**config.mk**
```make
export PLATFORM = sky130hd
export DESIGN_NAME = tagb_resp_serializer
export DESIGN_NICKNAME = d
export VERILOG_FILES = /design/src/rtl/tagb_ser_pkg.sv /design/src/rtl/tagb_etu_timer.sv /design/src/rtl/tagb_char_shifter.sv /design/src/rtl/tagb_frame_seq.sv /design/src/rtl/tagb_resp_serializer.sv
export SDC_FILE = /design/constraint.sdc
export NUM_CORES = 1
export LEC_CHECK = 0
export BUFFER_PORTS_ARGS = -buffer_cell sky130_fd_sc_hd__buf_2
export CORE_ASPECT_RATIO = 0.5
export CORE_MARGIN = 4
export CORE_UTILIZATION = 62
export DETAILED_ROUTE_END_ITERATION = 10
export GPL_ROUTABILITY_DRIVEN = 0
export PLACE_DENSITY = 0.84
export REMOVE_ABC_BUFFERS = 1
export SLEW_MARGIN = 20
export SYNTH_ARGS = -nofsm -noshare
export SYNTH_HDL_FRONTEND = slang
export SYNTH_SLANG_ARGS = --single-unit
```
**constraint.sdc**
```tcl
create_clock -name clk -period 6.9 [get_ports clk]
set_input_delay 1.38 -clock clk [delete_from_list [all_inputs] [get_ports clk]]
set_output_delay 1.38 -clock clk [all_outputs]
set_load 0.05 [all_outputs]
```
**src/rtl/tagb_ser_pkg.sv**
```systemverilog
package tagb_ser_pkg;

    // Bits in one character: start, eight data bits, stop.
    localparam int CHAR_ETU = 10;

    typedef enum logic [2:0] {
        PH_IDLE,
        PH_PRE,
        PH_SOF_LO,
        PH_SOF_HI,
        PH_CHAR,
        PH_EOF_LO,
        PH_EOF_HI
    } phase_e;

endpackage

```
**src/rtl/tagb_etu_timer.sv**
```systemverilog
// Counts sample strobes inside one ETU and flags the strobe that closes it.
module tagb_etu_timer #(
    parameter int SAMPLES_PER_ETU = 4
) (
    input  logic clk,
    input  logic rst_n,
    input  logic clear,
    input  logic tick,
    output logic etu_last
);
    localparam int CNT_W = (SAMPLES_PER_ETU > 1) ? $clog2(SAMPLES_PER_ETU) : 1;

    typedef struct packed {
        logic [CNT_W-1:0] cnt;
    } tmr_t;

    tmr_t s_d, s_q;

    always_comb begin
        s_d      = s_q;
        etu_last = tick && (int'(s_q.cnt) == SAMPLES_PER_ETU - 1);
        if (clear) begin
            s_d.cnt = '0;
        end else if (tick) begin
            if (etu_last) s_d.cnt = '0;
            else          s_d.cnt = s_q.cnt + CNT_W'(1);
        end
    end

    always_ff @(posedge clk or negedge rst_n) begin
        if (!rst_n) s_q <= '0;
        else        s_q <= s_d;
    end
endmodule

```
**src/rtl/tagb_char_shifter.sv**
```systemverilog
// Holds a fetched byte and shifts out the framed character, lowest bit first.
module tagb_char_shifter (
    input  logic       clk,
    input  logic       rst_n,
    input  logic       cap_en,
    input  logic [7:0] cap_data,
    input  logic       load_en,
    input  logic       shift_en,
    output logic       char_bit
);
    import tagb_ser_pkg::*;

    typedef struct packed {
        logic [7:0]          hold;
        logic [CHAR_ETU-1:0] sreg;
    } shf_t;

    shf_t       s_d, s_q;
    logic [7:0] src;

    always_comb begin
        s_d = s_q;
        src = cap_en ? cap_data : s_q.hold;
        if (cap_en) s_d.hold = cap_data;
        if (load_en) begin
            s_d.sreg = {1'b1, src, 1'b0};
        end else if (shift_en) begin
            s_d.sreg = {1'b1, s_q.sreg[CHAR_ETU-1:1]};
        end
        char_bit = s_q.sreg[0];
    end

    always_ff @(posedge clk or negedge rst_n) begin
        if (!rst_n) begin
            s_q.hold <= '0;
            s_q.sreg <= '1;
        end else begin
            s_q <= s_d;
        end
    end
endmodule

```
**src/rtl/tagb_frame_seq.sv**
```systemverilog
// Walks the frame phases, counts ETUs, runs the byte fetch handshake.
module tagb_frame_seq #(
    parameter int PREAMBLE_ETU   = 20,
    parameter int DELIM_ZERO_ETU = 10,
    parameter int DELIM_ONE_ETU  = 2,
    parameter int LEN_W          = 8
) (
    input  logic             clk,
    input  logic             rst_n,
    input  logic             start,
    input  logic [LEN_W-1:0] frame_len,
    input  logic             etu_last,
    input  logic             byte_valid,
    input  logic             char_bit,
    output logic             byte_ready,
    output logic             cap_en,
    output logic             load_en,
    output logic             shift_en,
    output logic             timer_clear,
    output logic             tx_bit,
    output logic             busy,
    output logic             done
);
    import tagb_ser_pkg::*;

    localparam int MAX_A  = (PREAMBLE_ETU > DELIM_ZERO_ETU) ? PREAMBLE_ETU : DELIM_ZERO_ETU;
    localparam int MAX_B  = (DELIM_ONE_ETU > CHAR_ETU) ? DELIM_ONE_ETU : CHAR_ETU;
    localparam int MAX_P  = (MAX_A > MAX_B) ? MAX_A : MAX_B;
    localparam int ETU_W  = $clog2(MAX_P + 1);

    typedef struct packed {
        phase_e           phase;
        logic [ETU_W-1:0] etu_cnt;
        logic [LEN_W-1:0] left;
        logic             have;
        logic             done;
    } seq_t;

    seq_t s_d, s_q;
    int   plen;
    logic last_etu;
    logic window;
    logic accept;

    function automatic int phase_len(input phase_e ph);
        case (ph)
            PH_PRE:               return PREAMBLE_ETU;
            PH_SOF_LO, PH_EOF_LO: return DELIM_ZERO_ETU;
            PH_SOF_HI, PH_EOF_HI: return DELIM_ONE_ETU;
            PH_CHAR:              return CHAR_ETU;
            default:              return 1;
        endcase
    endfunction

    always_comb begin
        s_d         = s_q;
        s_d.done    = 1'b0;
        load_en     = 1'b0;
        shift_en    = 1'b0;
        timer_clear = 1'b0;

        plen       = phase_len(s_q.phase);
        last_etu   = (int'(s_q.etu_cnt) == plen - 1);
        window     = ((s_q.phase == PH_SOF_HI) || (s_q.phase == PH_CHAR))
                     && last_etu && (s_q.left != '0);
        byte_ready = window && !s_q.have;
        accept     = byte_ready && byte_valid;
        cap_en     = accept;

        if (accept) begin
            s_d.left = s_q.left - LEN_W'(1);
            s_d.have = 1'b1;
        end

        if (s_q.phase == PH_IDLE) begin
            if (start) begin
                s_d.phase   = PH_PRE;
                s_d.etu_cnt = '0;
                s_d.left    = frame_len;
                s_d.have    = 1'b0;
                timer_clear = 1'b1;
            end
        end else if (etu_last) begin
            if (last_etu) begin
                s_d.etu_cnt = '0;
                case (s_q.phase)
                    PH_PRE:    s_d.phase = PH_SOF_LO;
                    PH_SOF_LO: s_d.phase = PH_SOF_HI;
                    PH_SOF_HI, PH_CHAR: begin
                        if (s_q.have || accept) begin
                            s_d.phase = PH_CHAR;
                            s_d.have  = 1'b0;
                            load_en   = 1'b1;
                        end else begin
                            s_d.phase = PH_EOF_LO;
                        end
                    end
                    PH_EOF_LO: s_d.phase = PH_EOF_HI;
                    PH_EOF_HI: begin
                        s_d.phase = PH_IDLE;
                        s_d.done  = 1'b1;
                    end
                    default:   s_d.phase = PH_IDLE;
                endcase
            end else begin
                s_d.etu_cnt = s_q.etu_cnt + ETU_W'(1);
                shift_en    = (s_q.phase == PH_CHAR);
            end
        end

        case (s_q.phase)
            PH_SOF_LO, PH_EOF_LO: tx_bit = 1'b0;
            PH_CHAR:              tx_bit = char_bit;
            default:              tx_bit = 1'b1;
        endcase
        busy = (s_q.phase != PH_IDLE);
        done = s_q.done;
    end

    always_ff @(posedge clk or negedge rst_n) begin
        if (!rst_n) begin
            s_q.phase   <= PH_IDLE;
            s_q.etu_cnt <= '0;
            s_q.left    <= '0;
            s_q.have    <= 1'b0;
            s_q.done    <= 1'b0;
        end else begin
            s_q <= s_d;
        end
    end
endmodule

```
**src/rtl/tagb_resp_serializer.sv**
```systemverilog
module tagb_resp_serializer #(
    parameter int SAMPLES_PER_ETU = 4,
    parameter int PREAMBLE_ETU    = 20,
    parameter int DELIM_ZERO_ETU  = 10,
    parameter int DELIM_ONE_ETU   = 2,
    parameter int LEN_W           = 8
) (
    input  logic             clk,
    input  logic             rst_n,
    input  logic             start,
    input  logic [LEN_W-1:0] frame_len,
    input  logic             sample_en,
    input  logic [7:0]       byte_data,
    input  logic             byte_valid,
    output logic             byte_ready,
    output logic             tx_bit,
    output logic             busy,
    output logic             done
);
    logic etu_last;
    logic timer_clear;
    logic cap_en;
    logic load_en;
    logic shift_en;
    logic char_bit;
    logic tick;

    assign tick = sample_en && busy;

    tagb_etu_timer #(
        .SAMPLES_PER_ETU(SAMPLES_PER_ETU)
    ) timer_i (
        .clk      (clk),
        .rst_n    (rst_n),
        .clear    (timer_clear),
        .tick     (tick),
        .etu_last (etu_last)
    );

    tagb_char_shifter shifter_i (
        .clk      (clk),
        .rst_n    (rst_n),
        .cap_en   (cap_en),
        .cap_data (byte_data),
        .load_en  (load_en),
        .shift_en (shift_en),
        .char_bit (char_bit)
    );

    tagb_frame_seq #(
        .PREAMBLE_ETU   (PREAMBLE_ETU),
        .DELIM_ZERO_ETU (DELIM_ZERO_ETU),
        .DELIM_ONE_ETU  (DELIM_ONE_ETU),
        .LEN_W          (LEN_W)
    ) seq_i (
        .clk         (clk),
        .rst_n       (rst_n),
        .start       (start),
        .frame_len   (frame_len),
        .etu_last    (etu_last),
        .byte_valid  (byte_valid),
        .char_bit    (char_bit),
        .byte_ready  (byte_ready),
        .cap_en      (cap_en),
        .load_en     (load_en),
        .shift_en    (shift_en),
        .timer_clear (timer_clear),
        .tx_bit      (tx_bit),
        .busy        (busy),
        .done        (done)
    );
endmodule

```
# Yosys cells after proc, flatten, opt, wreduce, memory -nomap -nowiden

Cells that the tools add are included.

Flip-flop bits (word level): 38
Output and inout port bits: 4

Muxes and demuxes: 34
Eq/ne operators: 9
Add/subtract/negate cells: 4
Reductions and logical operators: 22

Operators by type and width:

| cell                                             | count |
|---|---|
| == test 6 x 32 -> 1 bit                          | 1 |
| two-way mux 8 bit                                | 4 |
| two-way mux 10 bit                               | 2 |
| two-way mux 17 bit                               | 1 |
| two-way mux 1 bit                                | 16 |
| case mux 5 bit (3 select lines)                  | 1 |
| case mux 3 bit (4 select lines)                  | 1 |
| two-way mux 2 bit                                | 5 |
| == test 3 bit, second input constant             | 3 |
| two-way mux 9 bit                                | 1 |
| nonzero test 2 bit                               | 4 |
| nonzero test 8 bit                               | 1 |
| subtractor 8 x 1 -> 8 bit, second input constant | 1 |
| == test 3 x 2 -> 1 bit, second input constant    | 2 |
| logical AND 1 bit                                | 6 |
| OR reduction 2 bit                               | 3 |
| subtractor 5 x 1 -> 6 bit, second input constant | 1 |
| adder 5 x 1 -> 5 bit, second input constant      | 1 |
| two-way mux 5 bit                                | 1 |
| == test 3 x 1 -> 1 bit, second input constant    | 1 |
| zero test 3 bit                                  | 1 |
| two-way mux 3 bit                                | 1 |
| AND reduction 3 bit                              | 1 |
| nonzero test 3 bit                               | 1 |
| other kinds (8)                                  | 9 |

# Depth between registers and ports, before layout

Gate-level depths: netlist of run 1.

Word-level depth: 16
Gate-level depth with buffers: 9
Depth with buffers taken out: 7

# Modules after synthesis

From an unflattened synthesis of run 1, not the netlist that was laid out.

Cell total of the unflattened synthesis: 195
Area, all modules: 2118.3 um^2

Modules (own cells, without submodules):

| module               | seq. area each (um^2) | times used | area an instance (um^2) | cells an instance |
|---|---|---|---|---|
| tagb_frame_seq       | 450.4                 | 1          | 1202.4                  | 139 |
| tagb_char_shifter    | 436.7                 | 1          | 803.3                   | 46 |
| tagb_etu_timer       | 50.0                  | 1          | 106.4                   | 9 |
| tagb_resp_serializer | 0.0                   | 1          | 6.3                     | 1 |

# Least setup slack after synthesis of run 1

Ideal clock, no wire load.

Kind: register to output
From: register seq_i.s_q[15] (netlist name)
To: output port byte_ready
Data required time: 5520 ps
Stages on the path, launching flop included: 8
Path slack: 2524 ps
Path buffers: 2
Arrival: 2996 ps
Cells stage by stage: dfrtp_1 buf_6 nor3b_1 or3_1 a21o_1 buf_6 or2_2 nor4_1

Word-level cells in the longest chain between the ends: 8
Elaborated cells on any way between the ends: 15
Those cells by class: 1 x add/sub; 7 x eq/ne; 1 x mux; 6 x reduce/logical

Ends and longest elaborated chain:

| what                                                               | line                       | RTL |
|---|---|---|
| from (decl)                                                        | tagb_frame_seq.sv:39       | `seq_t s_d, s_q;` |
| == test 3 x 2 -> 1 bit, or another cell as far along               | tagb_frame_seq.sv:46       | `case (ph)` |
| OR reduction 3 bit (no line) or OR reduction 2 bit (tied branches) | -                          |  |
| case mux 5 bit (3 select lines)                                    | tagb_frame_seq.sv:46       |  |
| subtractor 5 x 1 -> 6 bit                                          | tagb_frame_seq.sv:63       | `last_etu = (int'(s_q.etu_cnt) == plen - 1);` |
| == test 6 x 32 -> 1 bit                                            | tagb_frame_seq.sv:63       |  |
| logical AND 1 bit (*) (2 in series)                                | tagb_frame_seq.sv:65       | `&& last_etu && (s_q.left != '0);` |
| logical AND 1 bit (*)                                              | tagb_frame_seq.sv:66       | `byte_ready = window && !s_q.have;` |
| to (decl)                                                          | tagb_resp_serializer.sv:15 | `output logic byte_ready,` |

Every way passes the cells marked *; elsewhere a longest branch is shown, timed or not.

# Final worst setup path of run 1

Ends and elaborated chain as after synthesis.

==> report_table.html, run 1 <==
<table>
<tr><th>Metric</th><th>Value</th></tr>
<tr><th colspan="2">Run status</th></tr>
<tr><td>Result of the run</td><td>complete, no violations</td></tr>
<tr><th colspan="2">CTS</th></tr>
<tr><td>CTS tree</td><td>built</td></tr>
<tr><td>H-tree depth</td><td>2</td></tr>
<tr><td>Worst-case clock buffer depth</td><td>2</td></tr>
<tr><td>Cts bufs inserted</td><td>5</td></tr>
<tr><td>Number of buffers inserted by post-CTS setup repair</td><td>0</td></tr>
<tr><td>Clock latency at the later pin of the worst-skew pair</td><td>0.30 ns</td></tr>
<tr><td>Resized cells post-CTS</td><td>0</td></tr>
<tr><td>Clk root buf</td><td>clkbuf_8</td></tr>
<tr><td>Number of sinks handled by clock tree synthesis</td><td>37</td></tr>
<tr><td>Clock input transition at the sequential cells of the worst setup and hold paths</td><td>~0.080 ns</td></tr>
<tr><td>Number of hold buffers added after CTS</td><td>0</td></tr>
<tr><th colspan="2">Route</th></tr>
<tr><td>Number of routed nets with antenna violations</td><td>0</td></tr>
<tr><td>DRC marker count from the first detailed-route iteration</td><td>125</td></tr>
<tr><td>Wirelength per Cell</td><td>16.20 µm</td></tr>
<tr><td>First-pass DRT Iterations</td><td>4</td></tr>
<tr><td>Final routed wirelength across all metal layers</td><td>4.260 mm</td></tr>
<tr><td>Per-cell via count in the routed design</td><td>6.046</td></tr>
<tr><td>Routed vias</td><td>1590</td></tr>
<tr><td>DRC errors left</td><td>0</td></tr>
<tr><th colspan="2">STA</th></tr>
<tr><td>Endpoints failing hold</td><td>0</td></tr>
<tr><td>Relative max-transition margin</td><td>45.32%</td></tr>
<tr><td>RSZ-0062 raised after global routing</td><td>false</td></tr>
<tr><td>Maximum clock skew at final layout</td><td>0.01163 ns</td></tr>
<tr><td>Setup Viol. Count Final</td><td>0</td></tr>
<tr><td>Accumulated negative setup slack</td><td>0 ns</td></tr>
<tr><td>Worst-Margin Slew</td><td>0.8203 ns</td></tr>
<tr><td>Share of the clock period used by the worst path</td><td>59.27%</td></tr>
<tr><td>Highest clock frequency the design can meet</td><td>244.5 MHz</td></tr>
<tr><td>Shortest period the worst path allows</td><td>4.089 ns</td></tr>
<tr><td>Number of max-slew violations in the final report</td><td>0</td></tr>
<tr><th colspan="2">Power and ir drop</th></tr>
<tr><td>Static leakage</td><td>1.011 nW</td></tr>
<tr><td>Internal power</td><td>0.0003611 W</td></tr>
<tr><td>Share of power burned in registers</td><td>between 50% and 60%</td></tr>
<tr><td>Share of total power in the clock network</td><td>a little under a third</td></tr>
<tr><td>Power per Cell Area</td><td>226.4 nW/µm²</td></tr>
<tr><td>Post-layout total power</td><td>roughly 0.00052 W</td></tr>
<tr><td>Net switching power</td><td>0.0001613 W</td></tr>
<tr><td>Maximum vdd drop</td><td>0.0001375 V</td></tr>
<tr><td>Comb pwr share</td><td>18.4%</td></tr>
<tr><td>Switching part of the total power</td><td>a little under a third</td></tr>
<tr><th colspan="2">Global routing</th></tr>
<tr><td>Global-route wire length before repair</td><td>7.383 mm</td></tr>
<tr><td>GR Util All Layers</td><td>20.86%</td></tr>
<tr><td>Total grt overflow</td><td>0</td></tr>
<tr><td>Antenna violations before repair</td><td>0</td></tr>
<tr><td>Largest net degree at the start of global routing</td><td>38</td></tr>
<tr><td>Vias in the first global route</td><td>roughly 1600</td></tr>
<tr><th colspan="2">Critical path</th></tr>
<tr><td>CP arrival</td><td>about 2.7 ns</td></tr>
<tr><td>Launching instance or port of the critical path</td><td>seq_i.s_q[15]$_DFFE_PN0P_</td></tr>
<tr><td>Kind of start point of the critical path</td><td>flip-flop</td></tr>
<tr><td>Required time at the worst-slack endpoint</td><td>approximately 5.5 ns</td></tr>
<tr><td>Critical path type</td><td>reg -&gt; out</td></tr>
<tr><td>Critical-path maximum fanout</td><td>16</td></tr>
<tr><td>Crit. End Element</td><td>output port</td></tr>
<tr><td>Reg-to-reg startpoint</td><td>seq_i.s_q[15]$_DFFE_PN0P_</td></tr>
<tr><th colspan="2">Logic synthesis</th></tr>
<tr><td>Fraction of registers with async set or reset after synthesis</td><td>100.0%</td></tr>
<tr><td>Count of unique library cells instantiated by Yosys</td><td>50</td></tr>
<tr><td>Ys Warns</td><td>0</td></tr>
<tr><td>Count of flip-flops with a built-in enable after synthesis</td><td>0</td></tr>
<tr><td>Post-synthesis instance area</td><td>between 2000 and 2500 µm²</td></tr>
<tr><td>Area contributors post-synth</td><td>dfrtp_1 33%, dfstp_2 11%, mux2_2 4.8%, mux2i_1 4.3%, nand2_1 2.5%</td></tr>
<tr><td>Sequential share of the synthesized area</td><td>roughly 44%</td></tr>
<tr><td>Per-instance average area after synthesis</td><td>10.53 µm²</td></tr>
<tr><td>Cell type with the highest aggregate area in the netlist</td><td>dfrtp_1</td></tr>
<tr><td>Proportion of netlist area held by the largest area contributor</td><td>between 30 and 40%</td></tr>
<tr><td>Top_reg_cell synth</td><td>dfrtp_1</td></tr>
<tr><td>Number of synthesized register bits</td><td>37</td></tr>
<tr><td>Gate Count Post-Synth</td><td>201</td></tr>
<tr><th colspan="2">Finish</th></tr>
<tr><td>Post-layout nets</td><td>247</td></tr>
<tr><td>Most frequent cells in the layout</td><td>28 x dfrtp_1, 24 x buf_2, 14 x nand2_1</td></tr>
<tr><td>Share of final-layout standard cells stronger than drive strength 1</td><td>26.01%</td></tr>
<tr><td>Most common cell after layout, fill and taps aside</td><td>dfrtp_1</td></tr>
<tr><td>Syn-to-layout area delta</td><td>8.983%</td></tr>
<tr><td>ANT cells</td><td>0</td></tr>
<tr><td>Share of the core filled with cells</td><td>73.58%</td></tr>
<tr><th colspan="2">Floorplanning</th></tr>
<tr><td>Horizontal die dimension</td><td>90.64 µm</td></tr>
<tr><td>Height of the die</td><td>49.32 µm</td></tr>
<tr><td>Core box area</td><td>about 3100 µm²</td></tr>
<tr><td>Number of top-level pins</td><td>25</td></tr>
<tr><td>Starting utilization of the core area</td><td>67.52%</td></tr>
<tr><td>FP Rows</td><td>14</td></tr>
<tr><td>Die outline area</td><td>4470 µm²</td></tr>
<tr><th colspan="2">Placed design</th></tr>
<tr><td>Number of port buffers</td><td>24</td></tr>
<tr><td>DPL Wire Length</td><td>2.993 mm</td></tr>
<tr><th colspan="2">Hold path</th></tr>
<tr><td>Hold Path Class</td><td>reg -&gt; reg</td></tr>
<tr><td>Worst min-delay path startpoint</td><td>shifter_i.s_q[1]$_DFFE_PN1P_</td></tr>
<tr><th colspan="2">Job</th></tr>
<tr><td>Maximum Capacitance Violations</td><td>0</td></tr>
</table>
[critical path, stage by stage, from the launching register on]
cell and delay, ns:
dfrtp_1 0.58, nor3b_1 0.25, or3_1 0.32, a21o_1 0.35
or2_2 0.38, nor4_1 0.20, buf_2 0.32
[final timing paths]
check	endpoint	slack (ns)	depth (start not counted)
worst min-delay path	shifter_i.s_q[1]$_DFFE_PN1P_	0.50	2
max in group asynchronous	seq_i.s_q[15]$_DFFE_PN0P_	5.21	1
worst max-delay path	byte_ready	2.81	6
worst max register to register	shifter_i.s_q[8]$_DFFE_PN1P_	3.90	6
min in group asynchronous	timer_i.s_q[1]$_DFFE_PN0P_	1.17	1
worst min register to register	shifter_i.s_q[1]$_DFFE_PN1P_	0.50	2
[through the flow]
step | hold slack (ns) | instance area (µm²) | setup slack, ns | std cells
after floorplan | 0.4694 | 2043 | 2.357 | 191
after global placement | 0.4806 | 2213 | 3.281 | 255
after detailed placement | 0.4945 | 2213 | 3.178 | 255
after CTS | 0.5062 | 2307 | 2.851 | 263
after global routing | 0.5308 | 2307 | 2.683 | 263
final | 0.5005 | 2307 | 2.811 | 263
[cell usage after synthesis, types with 3 or more instances]
master	count
nor3b_1	4
buf_6	4
a22o_1	5
dfrtp_1	28
dfstp_2	9
clkbuf_1	3
o21ai_0	6
a21oi_1	6
nand2b_1	4
mux2_2	9
ha_1	4
a21o_1	3
mux2i_1	9
a22oi_1	6
nand2_1	14
o22ai_1	6
nand3_1	8
nor4_1	3
nor2_1	13
nor3_1	5
xnor2_1	6
inv_1	9
[sequential cells by signal (all words and copies together), names as in the netlist]
register            cells
seq_i.done              1
shifter_i.char_bit      1
seq_i.s_q              17
shifter_i.s_q          16
timer_i.s_q             2
[per-layer routing]
metal,part of all wire [%],routed length (µm),track usage [%],up-vias
li1,-,-,-,776
met1,49,2075,27.77,779
met2,45,1923,32.02,28
met3,4.8,206,6.780,7
met4,1.3,55,7.360,0
met5,0,0,0,-
[power groups by stage]
| stage | registers (W) | logic (W) | clock network, W |
|---|---|---|---|
| 2_1_floorplan | 0.000259 | 0.0000739 | 0 |
| 3_3_place_gp | 0.000265 | 0.0000910 | 0 |
| 3_5_place_dp | 0.000267 | 0.0000954 | 0 |
| 4_1_cts | 0.000263 | 0.0000959 | 0.000164 |
| 5_1_grt | 0.000267 | 0.000108 | 0.000177 |
| 6_report | 0.000263 | 0.0000964 | 0.000163 |
[logic make-up after synthesis]
kind of cell	Yosys count	synth area share, %
xor+xnor	7	2.896
buf+inv	19	5.083
flops	37	44.27
compound gates	51	17.14
simple gates	63	17.61
fa+ha+maj	4	2.364
mux	20	10.64
[layout make-up]
type	instances	area, µm²
clock inverter	1	7.507
sequential	37	937.1
timing repair buffer	24	120.1
clock buffer	7	86.33
fill	243	828.3
multi-input combinational	145	1072
tap	40	50.05
inverter	9	33.78
Power figures use the tool's default switching activity.
==> inputs of run 2 (changes only) <==
ABC_AREA = 1   (was unset)
CORE_UTILIZATION = 58   (was 62)
PLACE_DENSITY = 0.79   (was 0.84)
clock period = 3.8 ns   (was 6.9 ns; I/O delays follow)
==> report_table.html, run 2 <==
<table>
<tr><th>Metric</th><th>Value</th></tr>
<tr><th colspan="2">Finish</th></tr>
<tr><td>Register with the highest flop count</td><td>seq_i.s_q</td></tr>
<tr><td>Share of final-layout standard cells stronger than drive strength 1</td><td>22.22% (-3.8 points)</td></tr>
<tr><td>Most frequent cells in the layout</td><td>73 x nand2_1, 48 x nand3_1, 32 x inv_1</td></tr>
<tr><td>ANT cells</td><td>0 (unchanged)</td></tr>
<tr><td>Number of flip-flops under the largest register name</td><td>17 (unchanged)</td></tr>
<tr><td>Final standard cell count with taps included and fillers excluded</td><td>348 (+32%)</td></tr>
<tr><td>Post-layout nets</td><td>321 (+30%)</td></tr>
<tr><td>Non-Filler Cell Area, Final</td><td>2377 µm² (+3.0%)</td></tr>
<tr><td>Largest registers</td><td>seq_i.s_q: 17 flops, shifter_i.s_q: 16 flops, timer_i.s_q: 2 flops</td></tr>
<tr><td>Most common cell after layout, fill and taps aside</td><td>nand2_1</td></tr>
<tr><td>Syn-to-layout area delta</td><td>11.50%</td></tr>
<tr><th colspan="2">STA</th></tr>
<tr><td>Number of max-slew violations in the final report</td><td>0 (unchanged)</td></tr>
<tr><td>RSZ-0062 raised after global routing</td><td>false</td></tr>
<tr><td>Setup Viol. Count Final</td><td>0 (unchanged)</td></tr>
<tr><td>Accumulated negative setup slack</td><td>0 ns (unchanged)</td></tr>
<tr><td>Worst-Margin Slew</td><td>0.8128 ns (-0.007418 ns)</td></tr>
<tr><td>Share of the clock period used by the worst path</td><td>69.09%</td></tr>
<tr><td>Maximum clock skew at final layout</td><td>0.003573 ns (-0.008057 ns)</td></tr>
<tr><td>Endpoints failing hold</td><td>0 (unchanged)</td></tr>
<tr><td>Highest clock frequency the design can meet</td><td>380.9 MHz</td></tr>
<tr><td>Shortest period the worst path allows</td><td>2.625 ns</td></tr>
<tr><td>Relative max-transition margin</td><td>45.81% (+0.49 points)</td></tr>
<tr><td>Hold Worst Slack</td><td>0.4776 ns (-0.02287 ns)</td></tr>
<tr><th colspan="2">Global routing</th></tr>
<tr><td>Largest net degree at the start of global routing</td><td>38 (unchanged)</td></tr>
<tr><td>Total grt overflow</td><td>0 (unchanged)</td></tr>
<tr><td>Global-route wire length before repair</td><td>7.555 mm (+2.3%)</td></tr>
<tr><td>Antenna violations before repair</td><td>0 (unchanged)</td></tr>
<tr><td>GR Util All Layers</td><td>20.65% (-0.21 points)</td></tr>
<tr><td>Vias in the first global route</td><td>1718 (+8.1%)</td></tr>
<tr><th colspan="2">Route</th></tr>
<tr><td>Number of routed nets with antenna violations</td><td>0 (unchanged)</td></tr>
<tr><td>Final routed wirelength across all metal layers</td><td>4.377 mm (+2.7%)</td></tr>
<tr><td>First-pass DRT Iterations</td><td>4 (unchanged)</td></tr>
<tr><td>DRC errors left</td><td>0 (unchanged)</td></tr>
<tr><td>Wirelength per Cell</td><td>12.58 µm (-22%)</td></tr>
<tr><td>Per-cell via count in the routed design</td><td>5.264 (-13%)</td></tr>
<tr><td>Routed vias</td><td>1832 (+15%)</td></tr>
<tr><td>DRC marker count from the first detailed-route iteration</td><td>81 (-35%)</td></tr>
<tr><th colspan="2">Logic synthesis</th></tr>
<tr><td>Count of flip-flops with a built-in enable after synthesis</td><td>0 (unchanged)</td></tr>
<tr><td>Gate Count Post-Synth</td><td>271 (+35%)</td></tr>
<tr><td>Top_reg_cell synth</td><td>dfrtp_1</td></tr>
<tr><td>Per-instance average area after synthesis</td><td>7.867 µm² (-25%)</td></tr>
<tr><td>Number of synthesized register bits</td><td>37 (unchanged)</td></tr>
<tr><td>Sequential share of the synthesized area</td><td>43.96% (-0.31 points)</td></tr>
<tr><td>Ys Warns</td><td>0 (unchanged)</td></tr>
<tr><td>Top cell types by occurrence after synthesis</td><td>73 x nand2_1, 48 x nand3_1, 32 x inv_1</td></tr>
<tr><td>Post-synthesis instance area</td><td>2132 µm² (+0.71%)</td></tr>
<tr><td>Most used standard cell by instance count after synthesis</td><td>nand2_1</td></tr>
<tr><td>Area contributors post-synth</td><td>dfrtp_1 33%, nand2_1 13%, nand3_1 11%, dfstp_2 11%, inv_1 5.6%</td></tr>
<tr><td>Fraction of registers with async set or reset after synthesis</td><td>100.0% (unchanged)</td></tr>
<tr><td>Proportion of netlist area held by the largest area contributor</td><td>32.86% (-0.23 points)</td></tr>
<tr><td>Count of unique library cells instantiated by Yosys</td><td>28 (-44%)</td></tr>
<tr><td>Cell type with the highest aggregate area in the netlist</td><td>dfrtp_1</td></tr>
<tr><th colspan="2">Critical path</th></tr>
<tr><td>Required time at the worst-slack endpoint</td><td>3.04 ns (-2.48 ns)</td></tr>
<tr><td>CP arrival</td><td>1.87 ns (-0.84 ns)</td></tr>
<tr><td>Critical path type</td><td>reg -&gt; out</td></tr>
<tr><td>CP top delay family</td><td>simple AND/OR/NAND/NOR gates</td></tr>
<tr><td>CP Cell Sequence</td><td>inv_1 &gt; nand3_1 &gt; nand3_1 &gt; nand2_1 &gt; nand2_2 &gt; nand2_2 &gt; nor2_1 &gt; buf_2</td></tr>
<tr><td>Crit. End Element</td><td>output port</td></tr>
<tr><td>Critical-path maximum fanout</td><td>7 (-9)</td></tr>
<tr><td>Critical path's slowest cell</td><td>dfrtp_1</td></tr>
<tr><td>Highest cell delay on the worst timing path</td><td>0.42 ns (-0.16 ns)</td></tr>
<tr><td>Kind of start point of the critical path</td><td>flip-flop</td></tr>
<tr><td>CP bufs+invs</td><td>2 (+1)</td></tr>
<tr><th colspan="2">Placed design</th></tr>
<tr><td>Number of port buffers</td><td>24 (unchanged)</td></tr>
<tr><td>Post-placement cell count</td><td>340 (+33%)</td></tr>
<tr><td>DPL Wire Length</td><td>3.227 mm (+7.8%)</td></tr>
<tr><td>Total placed instance area</td><td>2270 µm² (+2.5%)</td></tr>
<tr><th colspan="2">Floorplanning</th></tr>
<tr><td>Starting utilization of the core area</td><td>61.08% (-6.4 points)</td></tr>
<tr><td>Core box area</td><td>3491 µm² (+11%)</td></tr>
<tr><td>FP Rows</td><td>15 (+1)</td></tr>
<tr><td>Horizontal die dimension</td><td>93.75 µm (+3.4%)</td></tr>
<tr><td>Die outline area</td><td>4769 µm² (+6.7%)</td></tr>
<tr><td>Number of top-level pins</td><td>25 (unchanged)</td></tr>
<tr><td>Height of the die</td><td>50.87 µm (+3.1%)</td></tr>
<tr><th colspan="2">CTS</th></tr>
<tr><td>Clock latency at the later pin of the worst-skew pair</td><td>0.29 ns (about the same)</td></tr>
<tr><td>H-tree depth</td><td>2 (unchanged)</td></tr>
<tr><td>Clk root buf</td><td>clkbuf_8</td></tr>
<tr><td>Number of buffers inserted by post-CTS setup repair</td><td>0 (unchanged)</td></tr>
<tr><td>Number of hold buffers added after CTS</td><td>0 (unchanged)</td></tr>
<tr><td>CTS tree</td><td>built</td></tr>
<tr><td>Resized cells post-CTS</td><td>0 (unchanged)</td></tr>
<tr><td>Cts bufs inserted</td><td>5 (unchanged)</td></tr>
<tr><td>Worst-case clock buffer depth</td><td>2 (unchanged)</td></tr>
<tr><td>Number of sinks handled by clock tree synthesis</td><td>37 (unchanged)</td></tr>
<tr><td>Clock input transition at the sequential cells of the worst setup and hold paths</td><td>0.07 ns (about the same)</td></tr>
<tr><th colspan="2">Power and ir drop</th></tr>
<tr><td>Static leakage</td><td>1.271 nW (+26%)</td></tr>
<tr><td>Post-layout total power</td><td>0.001802 W (+250%)</td></tr>
<tr><td>Power per Cell Area</td><td>758.2 nW/µm² (+230%)</td></tr>
<tr><td>Maximum vdd drop</td><td>0.0002974 V (+120%)</td></tr>
<tr><th colspan="2">Job</th></tr>
<tr><td>Maximum Capacitance Violations</td><td>0 (unchanged)</td></tr>
<tr><th colspan="2">Hold path</th></tr>
<tr><td>Hold Path Class</td><td>reg -&gt; reg</td></tr>
<tr><th colspan="2">Run status</th></tr>
<tr><td>Result of the run</td><td>complete, no violations</td></tr>
</table>
-- run 2: cell types whose count changed after synthesis, sizes merged, moves of 6 or more --
cell,delta
nand2,+67
nand3,+40
inv,+28
mux2,-10
mux2i,-10
nand4,+7
nor3,-6
-- run 2: power by group --
part / internal [W] / total (W) / switching (W)
Combinational: 0.000266 / 0.000790 / 0.000524
Clock: 0.000195 / 0.000335 / 0.000140
Sequential: 0.000552 / 0.000677 / 0.000125
-- run 2: through the flow --
stage               worst slack [ns]  utilization [%]
floorplan                      1.223                -
global placement               1.604            65.02
detailed placement             1.513            65.02
CTS                            1.181            68.10
global route                   1.013            68.10
finish                         1.175            68.10
-- run 2: per-layer routing --
layer,global-route usage [%],vias up,share of wire (%)
met3,6.471,6,4.0
met4,7.914,0,1.2
met2,35.25,23,48
met5,0,-,0
met1,24.67,879,47
li1,-,924,-
-- run 2: worst paths after layout --
| path | from | endpoint | slack [ns] | cells past startpoint |
|---|---|---|---|---|
| worst max register to register | seq_i.s_q[17]$_DFFE_PN0P_ | shifter_i.s_q[1]$_DFFE_PN1P_ | 1.55 | 11 |
| worst max-delay path | seq_i.s_q[17]$_DFFE_PN0P_ | byte_ready | 1.17 | 8 |
| worst min-delay path | shifter_i.s_q[8]$_DFFE_PN1P_ | shifter_i.s_q[8]$_DFFE_PN1P_ | 0.48 | 2 |
| max in group asynchronous | rst_n | shifter_i.s_q[15]$_DFF_PN0_ | 2.73 | 1 |
| worst min register to register | shifter_i.s_q[8]$_DFFE_PN1P_ | shifter_i.s_q[8]$_DFFE_PN1P_ | 0.48 | 2 |
| min in group asynchronous | rst_n | seq_i.s_q[11]$_DFFE_PN0P_ | 0.56 | 1 |
-- run 2: worst min-delay path, cell delays in order, from the launching register on --
cell	delay (ns)
dfstp_2	0.37
nand2_1	0.06
nand2_1	0.05
-- run 2: cell families (layout without fill, tap and decap cells) --
logic type / after synthesis / after routing / synth area share, %
simple gates: 159 / 159 / 36.85
xor+xnor: 7 / 7 / 2.876
compound gates: 21 / 21 / 5.281
flops: 37 / 37 / 43.96
buf+inv: 43 / 69 / 8.686
fa+ha+maj: 4 / 4 / 2.348
-- run 2: cell type report --
cell class,count,area [µm²]
fillers,301,1114
multi-input cells,191,1010
flip-flops and latches,37,937.1
inverters,37,138.9
repair buffers,24,120.1
clock buffers,6,72.57
well taps,51,63.81
clock inverters,2,35.03
==> inputs of run 3 (changes only) <==
clock period = 2.5 ns   (was 3.8 ns; I/O delays follow)
==> report_table.html, run 3 (synthesis results as in run 2) <==
<table>
<tr><th>Metric</th><th>Value</th></tr>
<tr><th colspan="2">STA</th></tr>
<tr><td>Accumulated negative setup slack</td><td>0 ns (unchanged)</td></tr>
<tr><td>Setup Viol. Count Final</td><td>0 (unchanged)</td></tr>
<tr><td>Highest clock frequency the design can meet</td><td>435.7 MHz</td></tr>
<tr><td>Worst-Margin Slew</td><td>0.7980 ns (-0.01487 ns)</td></tr>
<tr><td>RSZ-0062 raised after global routing</td><td>false</td></tr>
<tr><td>Endpoints failing hold</td><td>0 (unchanged)</td></tr>
<tr><td>Share of the clock period used by the worst path</td><td>between 90% and 100%</td></tr>
<tr><td>Relative max-transition margin</td><td>46.80% (+0.99 points)</td></tr>
<tr><td>Number of max-slew violations in the final report</td><td>0 (unchanged)</td></tr>
<tr><td>Shortest period the worst path allows</td><td>2.295 ns</td></tr>
<tr><td>Crit path setup slack, layout</td><td>0.2049 ns (-0.9697 ns)</td></tr>
<tr><td>Maximum clock skew at final layout</td><td>0.004482 ns (+0.0009091 ns)</td></tr>
<tr><th colspan="2">Placed design</th></tr>
<tr><td>DPL Wire Length</td><td>3.175 mm (-1.6%)</td></tr>
<tr><td>Post-placement cell count</td><td>340 (unchanged)</td></tr>
<tr><td>Pre-CTS setup slack</td><td>0.3473 ns (-1.166 ns)</td></tr>
<tr><td>Number of port buffers</td><td>24 (unchanged)</td></tr>
<tr><th colspan="2">Global routing</th></tr>
<tr><td>Antenna violations before repair</td><td>0 (unchanged)</td></tr>
<tr><td>Total grt overflow</td><td>0 (unchanged)</td></tr>
<tr><td>Largest net degree at the start of global routing</td><td>38 (unchanged)</td></tr>
<tr><td>GR Util All Layers</td><td>20.17% (-0.47 points)</td></tr>
<tr><td>Global-route wire length before repair</td><td>7.472 mm (-1.1%)</td></tr>
<tr><td>Vias in the first global route</td><td>1788 (+4.1%)</td></tr>
<tr><th colspan="2">Finish</th></tr>
<tr><td>Number of flip-flops under the largest register name</td><td>17 (unchanged)</td></tr>
<tr><td>Share of final-layout standard cells stronger than drive strength 1</td><td>22.56% (+0.34 points)</td></tr>
<tr><td>Fill cell instance count of the final layout</td><td>294 (-2.3%)</td></tr>
<tr><td>Share of the core filled with cells</td><td>67.92% (-0.18 points)</td></tr>
<tr><td>ANT cells</td><td>0 (unchanged)</td></tr>
<tr><td>Post-layout nets</td><td>321 (unchanged)</td></tr>
<tr><td>Storage element area</td><td>937.1 µm² (unchanged)</td></tr>
<tr><td>Most frequent cells in the layout</td><td>73 x nand2_1, 48 x nand3_1, 32 x inv_1</td></tr>
<tr><td>Final standard cell count with taps included and fillers excluded</td><td>348 (unchanged)</td></tr>
<tr><td>Largest registers</td><td>seq_i.s_q: 17 flops, shifter_i.s_q: 16 flops, timer_i.s_q: 2 flops</td></tr>
<tr><td>Most common cell after layout, fill and taps aside</td><td>nand2_1</td></tr>
<tr><td>Syn-to-layout area delta</td><td>11.21%</td></tr>
<tr><td>Area of the multi-input gates</td><td>1010 µm² (unchanged)</td></tr>
<tr><td>Register with the highest flop count</td><td>seq_i.s_q</td></tr>
<tr><th colspan="2">Power and ir drop</th></tr>
<tr><td>Maximum vdd drop</td><td>0.0004160 V (+40%)</td></tr>
<tr><td>Comb pwr share</td><td>44.4% (+0.6 points)</td></tr>
<tr><td>Share of total power in the clock network</td><td>17.2% (-1.4 points)</td></tr>
<tr><td>Power per Cell Area</td><td>1126 nW/µm² (+48%)</td></tr>
<tr><td>Internal power</td><td>0.001489 W (+47%)</td></tr>
<tr><td>Post-layout total power</td><td>0.002669 W (+48%)</td></tr>
<tr><td>Share of power burned in registers</td><td>38.4% (+0.8 points)</td></tr>
<tr><td>Static leakage</td><td>1.270 nW (about the same)</td></tr>
<tr><td>Net switching power</td><td>0.001180 W (+49%)</td></tr>
<tr><td>Switching part of the total power</td><td>44.20% (+0.35 points)</td></tr>
<tr><th colspan="2">CTS</th></tr>
<tr><td>Worst-case clock buffer depth</td><td>2 (unchanged)</td></tr>
<tr><td>Cts bufs inserted</td><td>5 (unchanged)</td></tr>
<tr><td>Resized cells post-CTS</td><td>0 (unchanged)</td></tr>
<tr><td>Clk root buf</td><td>clkbuf_8</td></tr>
<tr><td>Clock input transition at the sequential cells of the worst setup and hold paths</td><td>0.07 ns (about the same)</td></tr>
<tr><td>Number of hold buffers added after CTS</td><td>0 (unchanged)</td></tr>
<tr><td>H-tree depth</td><td>2 (unchanged)</td></tr>
<tr><td>Number of sinks handled by clock tree synthesis</td><td>37 (unchanged)</td></tr>
<tr><td>Number of buffers inserted by post-CTS setup repair</td><td>0 (unchanged)</td></tr>
<tr><td>Clock latency at the later pin of the worst-skew pair</td><td>0.29 ns (about the same)</td></tr>
<tr><td>CTS tree</td><td>built</td></tr>
<tr><th colspan="2">Route</th></tr>
<tr><td>DRC errors left</td><td>0 (unchanged)</td></tr>
<tr><td>Final routed wirelength across all metal layers</td><td>4.218 mm (-3.6%)</td></tr>
<tr><td>Routed vias</td><td>1781 (-2.8%)</td></tr>
<tr><td>Number of routed nets with antenna violations</td><td>0 (unchanged)</td></tr>
<tr><td>Per-cell via count in the routed design</td><td>5.118 (-2.8%)</td></tr>
<tr><td>Wirelength per Cell</td><td>12.12 µm (-3.6%)</td></tr>
<tr><td>First-pass DRT Iterations</td><td>4 (unchanged)</td></tr>
<tr><td>DRC marker count from the first detailed-route iteration</td><td>81 (unchanged)</td></tr>
<tr><th colspan="2">Floorplanning</th></tr>
<tr><td>Number of top-level pins</td><td>25 (unchanged)</td></tr>
<tr><td>Die outline area</td><td>4769 µm² (unchanged)</td></tr>
<tr><td>Starting utilization of the core area</td><td>61.08% (unchanged)</td></tr>
<tr><td>Horizontal die dimension</td><td>93.75 µm (unchanged)</td></tr>
<tr><td>Core box area</td><td>3491 µm² (unchanged)</td></tr>
<tr><td>FP Rows</td><td>15 (unchanged)</td></tr>
<tr><td>Height of the die</td><td>50.87 µm (unchanged)</td></tr>
<tr><th colspan="2">Critical path</th></tr>
<tr><td>Critical path type</td><td>reg -&gt; out</td></tr>
<tr><td>Highest cell delay on the worst timing path</td><td>0.48 ns (+0.06 ns)</td></tr>
<tr><td>Critical path's slowest cell</td><td>dfrtp_1</td></tr>
<tr><td>Crit. End Element</td><td>output port</td></tr>
<tr><td>Reg2reg path depth</td><td>11 (unchanged)</td></tr>
<tr><td>Critical path's most frequent cell</td><td>nand2_1</td></tr>
<tr><td>Critical-path maximum fanout</td><td>8 (+1)</td></tr>
<tr><td>CP Cell Sequence</td><td>nor2_4 &gt; nand2_2 &gt; nand2_1 &gt; nand2_1 &gt; nor2_2 &gt; inv_1 &gt; nor2_1 &gt; buf_2</td></tr>
<tr><td>Kind of start point of the critical path</td><td>flip-flop</td></tr>
<tr><td>Required time at the worst-slack endpoint</td><td>2.00 ns (-1.04 ns)</td></tr>
<tr><td>CP arrival</td><td>1.80 ns (-0.07 ns)</td></tr>
<tr><th colspan="2">Job</th></tr>
<tr><td>Maximum Capacitance Violations</td><td>0 (unchanged)</td></tr>
<tr><th colspan="2">Hold path</th></tr>
<tr><td>Hold Path Class</td><td>in -&gt; async</td></tr>
<tr><th colspan="2">Run status</th></tr>
<tr><td>Result of the run</td><td>complete, no violations</td></tr>
</table>
==> run 3: cell types whose count changed in the layout (fill, tap and decap cells not counted), sizes merged <==
cell / previous run / this run
bufinv: 1 / 0
clkbuf: 6 / 7
==> run 3: power groups by stage <==
stage | Combinational [W] | Clock (W) | Sequential, W
after floorplan | 0.000963 | 0 | 0.000987
after global placement | 0.00115 | 0 | 0.00102
after detailed placement | 0.00118 | 0 | 0.00103
after CTS | 0.00119 | 0.000473 | 0.00102
after global routing | 0.00136 | 0.000503 | 0.00106
final | 0.00118 | 0.000458 | 0.00103
==> run 3: cell type report <==
cell class	count	area share, %
flip-flops and latches	37	39.53
clock inverters	1	0.2111
multi-input cells	191	42.59
repair buffers	24	5.066
well taps	51	2.691
clock buffers	7	4.063
inverters	37	5.858
==> run 3: worst paths after layout <==
kind                                             start  slack, ns                      endpoint
min reg2reg                shifter_i.s_q[15]$_DFF_PN0_       0.48   shifter_i.s_q[15]$_DFF_PN0_
max                          seq_i.s_q[15]$_DFFE_PN0P_       0.20                    byte_ready
min                                              rst_n       0.30     seq_i.s_q[11]$_DFFE_PN0P_
max in group asynchronous                        rst_n       1.69        seq_i.s_q[7]$_DFF_PN0_
min in group clk                          frame_len[1]       0.42        seq_i.s_q[3]$_DFF_PN0_
max reg2reg                  seq_i.s_q[15]$_DFFE_PN0P_       0.35  shifter_i.s_q[2]$_DFFE_PN1P_
==> run 3: stage by stage <==
stage / hold WS, ns / area [µm²]
finish: 0.2957 / 2371
global route: 0.3665 / 2371
CTS: 0.3298 / 2371
detailed placement: 0.4656 / 2270
global placement: 0.4581 / 2270
floorplan: 0.2044 / 2086
==> run 3: layer usage <==
layer / global-route usage [%] / share of wire [%] / vias to the layer above
met5: 0 / 0 / -
met4: 5.995 / 0.55 / 0
met3: 5.441 / 4.1 / 2
met2: 36.08 / 49 / 35
met1: 24.03 / 47 / 822
li1: - / - / 922
==> run 3: critical path: cells and delay by family (launching register included) <==
kind	cells	cell delay [ns]
AND/OR/NAND/NOR	6	0.71
flip-flops	1	0.48
buffers and inverters	2	0.31
